[src/rtl/tcap_pkg.sv]
package tcap_pkg;

    localparam int BUS_W  = 8;
    localparam int CNT_W  = 2 * BUS_W;
    localparam int ADDR_W = 4;

    localparam int BIT_OVF  = 0;
    localparam int BIT_CMPA = 1;
    localparam int BIT_CMPB = 2;
    localparam int BIT_CAP  = 5;

    localparam logic [BUS_W-1:0] EVT_BITS = 8'b0010_0111;

    localparam logic [ADDR_W-1:0] A_CTRL   = 4'h0;
    localparam logic [ADDR_W-1:0] A_MASK   = 4'h1;
    localparam logic [ADDR_W-1:0] A_FLAG   = 4'h2;
    localparam logic [ADDR_W-1:0] A_CNT_L  = 4'h4;
    localparam logic [ADDR_W-1:0] A_CNT_H  = 4'h5;
    localparam logic [ADDR_W-1:0] A_CAP_L  = 4'h6;
    localparam logic [ADDR_W-1:0] A_CAP_H  = 4'h7;
    localparam logic [ADDR_W-1:0] A_CMPA_L = 4'h8;
    localparam logic [ADDR_W-1:0] A_CMPA_H = 4'h9;
    localparam logic [ADDR_W-1:0] A_CMPB_L = 4'hA;
    localparam logic [ADDR_W-1:0] A_CMPB_H = 4'hB;

    typedef struct packed {
        logic top_cap;
        logic src_cmp;
        logic run;
    } ctrl_t;

    typedef struct packed {
        logic cap;
        logic cmpb;
        logic cmpa;
        logic ovf;
    } evt_t;

    function automatic logic [BUS_W-1:0] evt_to_byte(input evt_t e);
        logic [BUS_W-1:0] b;
        b = '0;
        b[BIT_CAP]  = e.cap;
        b[BIT_CMPB] = e.cmpb;
        b[BIT_CMPA] = e.cmpa;
        b[BIT_OVF]  = e.ovf;
        return b;
    endfunction

    function automatic evt_t byte_to_evt(input logic [BUS_W-1:0] b);
        evt_t e;
        e.cap  = b[BIT_CAP];
        e.cmpb = b[BIT_CMPB];
        e.cmpa = b[BIT_CMPA];
        e.ovf  = b[BIT_OVF];
        return e;
    endfunction

endpackage

[src/rtl/tcap_edge_detect.sv]
module tcap_edge_detect #(
    parameter int STAGES = 2
) (
    input  logic clk,
    input  logic rst,
    input  logic din,
    output logic rise
);
    logic [STAGES-1:0] sync_q;
    logic              prev_q;

    always_ff @(posedge clk) begin
        if (rst) begin
            sync_q <= '0;
            prev_q <= 1'b0;
        end else begin
            sync_q <= {sync_q[STAGES-2:0], din};
            prev_q <= sync_q[STAGES-1];
        end
    end

    assign rise = sync_q[STAGES-1] & ~prev_q;
endmodule

[src/rtl/tcap_counter.sv]
module tcap_counter
    import tcap_pkg::*;
(
    input  logic             clk,
    input  logic             rst,
    input  logic             run,
    input  logic             top_cap,
    input  logic [CNT_W-1:0] cap_val,
    input  logic [CNT_W-1:0] cmpa_val,
    input  logic [CNT_W-1:0] cmpb_val,
    input  logic             load,
    input  logic [CNT_W-1:0] load_val,
    output logic [CNT_W-1:0] cnt,
    output logic             ovf_evt,
    output logic             cmpa_evt,
    output logic             cmpb_evt
);
    logic [CNT_W-1:0] top_val;
    logic             at_top;

    assign top_val  = top_cap ? cap_val : {CNT_W{1'b1}};
    assign at_top   = (cnt == top_val);
    assign ovf_evt  = run & at_top;
    assign cmpa_evt = run & (cnt == cmpa_val);
    assign cmpb_evt = run & (cnt == cmpb_val);

    always_ff @(posedge clk) begin
        if (rst) begin
            cnt <= '0;
        end else if (load) begin
            cnt <= load_val;
        end else if (run) begin
            cnt <= at_top ? '0 : cnt + 1'b1;
        end
    end
endmodule

[src/rtl/tcap_flag_unit.sv]
module tcap_flag_unit
    import tcap_pkg::*;
(
    input  logic clk,
    input  logic rst,
    input  evt_t set_evt,
    input  evt_t clr_evt,
    input  evt_t mask,
    input  logic gie,
    output evt_t flags,
    output evt_t irq
);
    always_ff @(posedge clk) begin
        if (rst) begin
            flags <= '0;
        end else begin
            flags <= (flags & ~clr_evt) | set_evt;
        end
    end

    assign irq = flags & mask & {4{gie}};
endmodule

[src/rtl/tcap_top.sv]
module tcap_top
    import tcap_pkg::*;
#(
    parameter int SYNC_STAGES = 2
) (
    input  logic              clk,
    input  logic              rst,
    input  logic [ADDR_W-1:0] bus_addr,
    input  logic              bus_wr,
    input  logic              bus_rd,
    input  logic [BUS_W-1:0]  bus_wdata,
    output logic [BUS_W-1:0]  bus_rdata,
    input  logic              cap_pin,
    input  logic              cmp_in,
    input  logic              gie,
    output logic              irq_cap,
    output logic              irq_cmpa,
    output logic              irq_cmpb,
    output logic              irq_ovf
);
    localparam int NSRC = 2;

    ctrl_t            ctrl_q;
    evt_t             mask_q;
    evt_t             flags_q;
    evt_t             irq_v;
    evt_t             set_v;
    evt_t             clr_v;
    logic [BUS_W-1:0] temp_q;
    logic [CNT_W-1:0] cap_q;
    logic [CNT_W-1:0] cmpa_q;
    logic [CNT_W-1:0] cmpb_q;
    logic [CNT_W-1:0] cnt_q;
    logic [CNT_W-1:0] wide_wdata;
    logic [NSRC-1:0]  src_raw;
    logic [NSRC-1:0]  src_rise;
    logic             cap_evt;
    logic             cnt_load;
    logic             ovf_e, cmpa_e, cmpb_e;

    assign src_raw = {cmp_in, cap_pin};

    for (genvar s = 0; s < NSRC; s++) begin : g_src
        tcap_edge_detect #(.STAGES(SYNC_STAGES)) u_edge (
            .clk  (clk),
            .rst  (rst),
            .din  (src_raw[s]),
            .rise (src_rise[s])
        );
    end

    assign cap_evt    = ctrl_q.src_cmp ? src_rise[1] : src_rise[0];
    assign wide_wdata = {temp_q, bus_wdata};
    assign cnt_load   = bus_wr && (bus_addr == A_CNT_L);

    tcap_counter u_cnt (
        .clk      (clk),
        .rst      (rst),
        .run      (ctrl_q.run),
        .top_cap  (ctrl_q.top_cap),
        .cap_val  (cap_q),
        .cmpa_val (cmpa_q),
        .cmpb_val (cmpb_q),
        .load     (cnt_load),
        .load_val (wide_wdata),
        .cnt      (cnt_q),
        .ovf_evt  (ovf_e),
        .cmpa_evt (cmpa_e),
        .cmpb_evt (cmpb_e)
    );

    always_comb begin
        set_v.cap  = cap_evt;
        set_v.cmpb = cmpb_e;
        set_v.cmpa = cmpa_e;
        set_v.ovf  = ovf_e;
        clr_v      = (bus_wr && bus_addr == A_FLAG) ? byte_to_evt(bus_wdata) : '0;
    end

    tcap_flag_unit u_flags (
        .clk     (clk),
        .rst     (rst),
        .set_evt (set_v),
        .clr_evt (clr_v),
        .mask    (mask_q),
        .gie     (gie),
        .flags   (flags_q),
        .irq     (irq_v)
    );

    assign irq_cap  = irq_v.cap;
    assign irq_cmpa = irq_v.cmpa;
    assign irq_cmpb = irq_v.cmpb;
    assign irq_ovf  = irq_v.ovf;

    // Register file and shared high-byte latch
    always_ff @(posedge clk) begin
        if (rst) begin
            ctrl_q <= '0;
            mask_q <= '0;
            temp_q <= '0;
            cap_q  <= '0;
            cmpa_q <= '0;
            cmpb_q <= '0;
        end else begin
            if (bus_wr) begin
                case (bus_addr)
                    A_CTRL:   ctrl_q <= ctrl_t'(bus_wdata[2:0]);
                    A_MASK:   mask_q <= byte_to_evt(bus_wdata);
                    A_CNT_H,
                    A_CAP_H,
                    A_CMPA_H,
                    A_CMPB_H: temp_q <= bus_wdata;
                    A_CMPA_L: cmpa_q <= wide_wdata;
                    A_CMPB_L: cmpb_q <= wide_wdata;
                    default:  ;
                endcase
            end else if (bus_rd) begin
                case (bus_addr)
                    A_CNT_L:  temp_q <= cnt_q[CNT_W-1:BUS_W];
                    A_CAP_L:  temp_q <= cap_q[CNT_W-1:BUS_W];
                    A_CMPA_L: temp_q <= cmpa_q[CNT_W-1:BUS_W];
                    A_CMPB_L: temp_q <= cmpb_q[CNT_W-1:BUS_W];
                    default:  ;
                endcase
            end
            if (cap_evt) begin
                cap_q <= cnt_q;
            end
        end
    end

    always_comb begin
        bus_rdata = '0;
        case (bus_addr)
            A_CTRL:   bus_rdata = {5'b0, ctrl_q};
            A_MASK:   bus_rdata = evt_to_byte(mask_q);
            A_FLAG:   bus_rdata = evt_to_byte(flags_q);
            A_CNT_L:  bus_rdata = cnt_q[BUS_W-1:0];
            A_CAP_L:  bus_rdata = cap_q[BUS_W-1:0];
            A_CMPA_L: bus_rdata = cmpa_q[BUS_W-1:0];
            A_CMPB_L: bus_rdata = cmpb_q[BUS_W-1:0];
            A_CNT_H,
            A_CAP_H,
            A_CMPA_H,
            A_CMPB_H: bus_rdata = temp_q;
            default:  bus_rdata = '0;
        endcase
    end
endmodule

[config.mk]
export PLATFORM = sky130hd
export DESIGN_NAME = tcap_top
export DESIGN_NICKNAME = d
export VERILOG_FILES = /design/src/rtl/tcap_pkg.sv /design/src/rtl/tcap_edge_detect.sv /design/src/rtl/tcap_counter.sv /design/src/rtl/tcap_flag_unit.sv /design/src/rtl/tcap_top.sv
export SDC_FILE = /design/constraint.sdc
export NUM_CORES = 1
export LEC_CHECK = 0
export ABC_AREA = 1
export ABC_CLOCK_PERIOD_IN_PS = 2460
export BUFFER_PORTS_ARGS = -buffer_cell sky130_fd_sc_hd__buf_4
export CELL_PAD_IN_SITES_DETAIL_PLACEMENT = 0
export CELL_PAD_IN_SITES_GLOBAL_PLACEMENT = 2
export CORE_MARGIN = 2
export CORE_UTILIZATION = 37
export DETAILED_ROUTE_END_ITERATION = 7
export PLACE_DENSITY = 0.9
export SLEW_MARGIN = 20
export SYNTH_ARGS = -nofsm -noshare
export SYNTH_HDL_FRONTEND = slang
export SYNTH_SLANG_ARGS = --single-unit
[constraint.sdc]
create_clock -name clk -period 2.46 [get_ports clk]
set_input_delay 0.492 -clock clk [delete_from_list [all_inputs] [get_ports clk]]
set_output_delay 0.492 -clock clk [all_outputs]
set_load 0.01 [all_outputs]
-- After elaboration in Yosys (flattened, before gate mapping)
Index checks and enable logic that the tools add are counted.
- flip-flop bits (word level): 89
- input bits: 19
- output and inout bits: 12
- add/subtract/negate cells: 1
- equal/unequal tests: 14
- mux-type cells: 11
- bitwise operators: 12
- reductions and logical operators: 12
- operators with widths (operator ; count):
    $mux 16 ; 4
    $pmux 8 s8 ; 1
    $eq 16x16->1 ; 3
    $pmux 8 s4 ; 1
    $mux 8 ; 3
    $add 16x1->16 const B ; 1
    $eq 4x3->1 const B ; 4
    $eq 4x4->1 const B ; 4
    $and 4x4->4 ; 3
    $reduce_and 2->1 ; 4
    $and 1x1->1 ; 5
    $reduce_bool 5->1 ; 1
    $eq 4x1->1 const B ; 1
    $eq 4x2->1 const B ; 1
    $logic_not 4->1 ; 1
    $mux 4 ; 1
    $not 4->4 ; 1
    $or 4x4->4 ; 1
    $reduce_bool 2->1 ; 2
    $reduce_or 4->1 ; 1
    $reduce_and 3->1 ; 1
    $logic_and 1x1->1 ; 2
    $ne 2x1->1 const B ; 1
    $not 1->1 ; 2
    $mux 1 ; 1

-- Depth between registers and ports, before layout
- word-level depth: 6
- depth in mapped cells: 11
- mapped depth without buffers: 10

-- Modules after synthesis
From an unflattened synthesis, not the netlist that was laid out.
- cells, all modules: 846
- area, all modules: 5407.7 µm²
- modules (own cells, without submodules) (module ; instances ; cells each ; area an instance (µm²) ; seq. area each (µm²)):
    tcap_top ; 1 ; 459 ; 3156.8 ; 1261.2
    tcap_counter ; 1 ; 338 ; 1899.3 ; 320.3
    tcap_flag_unit ; 1 ; 29 ; 178.9 ; 80.1
    tcap_edge_detect ; 2 ; 10 ; 86.3 ; 60.1

-- Worst setup path after synthesis
No wires, ideal clock.
- kind: input to output
- start: input bus_addr[3]
- end: output bus_rdata[3]
- arrival: 1378 ps
- slack: 590 ps
- cell stages on the path: 8
- path buffers: 1
- cells stage by stage: inv_1 -> nand2_1 -> inv_1 -> nand2_2 -> buf_4 -> o22ai_1 -> a211oi_1 -> o21ai_0
- cells in the longest elaborated chain, start to end: 3
- RTL lines (what ; RTL line ; RTL):
    start, declared ; tcap_top.sv:8 ; input logic [ADDR_W-1:0] bus_addr,
    $eq 4x3->1 / $eq 4x4->1 (equally long branches) ; tcap_top.sv:135 ; case (bus_addr)
    $reduce_or 4->1 ; tcap_top.sv:135 ;
    $pmux 8 s8 (*) ; tcap_top.sv:135 ;
    end, declared ; tcap_top.sv:12 ; output logic [BUS_W-1:0] bus_rdata,
Mark *: on every way between the ends. The rest lies on a longest branch, timed or not.

-- Worst setup path in the final report
- start: input bus_addr[3]
- end: output bus_rdata[4]
The elaborated chain is that of the path after synthesis.

==> results.json <==
{
  "status": "completed",
  "crit_path_end_kind": "primary output",
  "critPathTopFamily": "buffers and inverters",
  "cp_slowest_stage_delay_ns": 0.23,
  "setup_tns_ns": 0,
  "syn-num-nets": 808,
  "finalHoldViolations": 0,
  "drc_errors": 0,
  "worst_pin_slew_ns": 0.560,
  "place_area_mm2": 0.00551,
  "crit_chain": "buf_4, inv_1, nand2_1, nor2_4, inv_1, o22ai_1, nor2_1, o21ai_0, buf_4",
  "cp.arrival_ns": 1.83,
  "preCtsSetupSlack_ns": 0.128,
  "rr_worst_depth": 10,
  "cts.sinks": 89,
  "synth_top_area_cell": "dfxtp_1",
  "start_util_pct": 37.6,
  "cpMaxStageDelayCell": "nor2_4",
  "worstSkewPairLatency_ns": 0.36,
  "grt_overflow": 0,
  "period_minus_slack_ns": 2.32,
  "post-cts-setup-buffer-count": 0,
  "critPathCapture": "bus_rdata[4]",
  "reg2reg_from": "ctrl_q[2]",
  "die_area_mm2": 0.0150,
  "slew_violations": 0,
  "fmax_mhz": 432,
  "core-area_mm2": 0.0138,
  "fillerInstances": 1533,
  "grt_pass1_vias": 5106,
  "row_count": 43,
  "syn_area_mm2": 0.00518,
  "ios": 31,
  "worst_slack_ns": 0.143,
  "crit_cells": 9,
  "postLayoutCoreUtil_pct": 42.3,
  "htree_num_levels": 3,
  "synth_enable_flop_cells": 0,
  "regToRegSetupSlack_ns": 0.54,
  "final_cell_mix": "nand2_1 (128), inv_1 (121), dfxtp_1 (89), a21oi_1 (88), o21ai_0 (86)",
  "grt_pass1_wl_mm": 29.7,
  "critPathBufInv": 4,
  "drive_gt1_share_pct": 10.3,
  "gp_congestion": 0.965,
  "final_common_cell": "nand2_1",
  "max-clock-path-buffers": 2,
  "yosys.area.top_type_share_pct": 34.4,
  "nNetsFinal": 828,
  "cts.repair.resized": 0,
  "peakVddDrop_v": 0.000405,
  "synthFlopType": "dfxtp_1",
  "die_width_um": 122,
  "r2r_end": "u_cnt.cnt[7]",
  "drt_iter0_drc": 493,
  "diodes": 0,
  "synth_area_per_cell_um2": 6.58,
  "cp_max_fo": 6,
  "clk_pin_slew_ns": 0.06,
  "hold_buffers": 0,
  "ys_async_sr_fraction_pct": 0,
  "place_hpwl_mm": 14.4,
  "synth_cell_types": 35,
  "holdWs_ns": 0.340,
  "vias": 5459,
  "grt_max_degree": 56,
  "synth.area.top_cells": "dfxtp_1 (34%), nand2_1 (9.3%), inv_1 (8.8%)",
  "antenna_found_initial": 0,
  "setup_viol": 0,
  "vias_per_cell": 5.50,
  "hold_path_depth": 3,
  "p_leak_nw": 2.26,
  "clock_skew_ns": 0.00938,
  "cts_made_buffers": 9,
  "worstPathRequired_ns": 1.97,
  "wl_per_cell_um": 19.4,
  "crit_start": "bus_addr[3]",
  "postLayoutCellArea_mm2": 0.00583,
  "holdCritPathClass": "in2reg",
  "syn_inst": 788,
  "drt_first_pass_iters": 6,
  "ant_nets": 0,
  "io_buffers": 30,
  "die_y_um": 122,
  "post-route-period-util_pct": 94.2,
  "seq_area_frac_synth_pct": 34.4,
  "cts_tree": "built",
  "syn_to_final_growth_pct": 12.5,
  "cts_root_buf": "clkbuf_16",
  "power_density_mw_per_mm2": 578,
  "ys_ff_latch": 89,
  "drt_wl_total_mm": 19.3,
  "cap_violations": 0,
  "criticalPathCategory": "in2out",
  "grt.total_usage_pct": 26.8,
  "startpoint_type": "input pin",
  "relSlewSlack_pct": 62.5,
  "rsz0062_at_grt": "false",
  "ys.warnings.count": 0
}
## synth_stat cells (all sizes together), types with 10 or more instances
cell type  instances
a221oi            10
nor2              85
a21oi             88
xor2              14
dfxtp             89
o21ai             89
o22ai             51
clkbuf            13
inv              125
nand3             42
nand2            138
buf               23
## metal layers
layer	GRT usage [%]	routed length (µm)	up-vias
li1	-	-	2648
met1	35.1	8550	2548
met2	43.6	8820	212
met3	4.60	1180	51
met4	11.4	767	0
met5	0	0	-
## worst min-delay path: cells and delay by family
kind	cells	cell delay, ns
buffers and inverters	2	0.11
AND/OR/NAND/NOR	1	0.06
## worst min-delay path by stage
| stage | startpoint | endpoint | slack, ns |
|---|---|---|---|
| 4_1_cts | cap_pin | g_src[0].u_edge.sync_q[0] | 0.34 |
| 3_3_place_gp | g_src[1].u_edge.sync_q[0] | g_src[1].u_edge.sync_q[1] | 0.40 |
| 2_1_floorplan | g_src[0].u_edge.sync_q[0] | g_src[0].u_edge.sync_q[1] | 0.39 |
| 6_report | cap_pin | g_src[0].u_edge.sync_q[0] | 0.34 |
| 5_1_grt | cap_pin | g_src[0].u_edge.sync_q[0] | 0.36 |
| 3_5_place_dp | g_src[0].u_edge.sync_q[0] | g_src[0].u_edge.sync_q[1] | 0.41 |
## where the power goes
part	internal [mW]	total (mW)	switching, mW	leakage, nW
clock	0.870	1.49	0.622	0.151
sequential	1.49	1.53	0.0404	0.723
combinational	0.110	0.355	0.244	1.39
## area by class of cell
type                       instances  area, µm²  area share (%)
clock inverter                     4       50.0           0.858
inverter                         126        480            8.24
timing repair buffer              45        338            5.79
tap                              180        225            3.86
multi-input combinational        537       2690            46.1
sequential                        89       1780            30.6
clock buffer                      12        267            4.57
## state kept, by name, summed over array words and instances, names as in the netlist
name and cells:
u_flags.flags 4, cmpa_q 16, cap_q 16, u_cnt.cnt 16, ctrl_q 3, cmpb_q 16, g_src.u_edge.sync_q 4, g_src.u_edge.prev_q 2
mask_q 4, temp_q 8
## stage by stage
| stage | total power, mW | std cells |
|---|---|---|
| global route | 3.49 | 993 |
| finish | 3.37 | 993 |
| CTS | 3.37 | 993 |
| floorplan | 1.77 | 788 |
| global placement | 1.90 | 977 |
| detailed placement | 1.91 | 977 |
## kinds of logic (layout without fill, tap and decap cells)
logic type      after synthesis  count (layout)  synth area share (%)
fa+ha+maj                     1               1                 0.241
simple gates                274             274                  22.8
buf+inv                     162             187                  13.8
flops                        89              89                  34.4
compound gates              246             246                  26.1
xor+xnor                     16              16                  2.70
No activity file was read; power rests on OpenSTA's default activity.
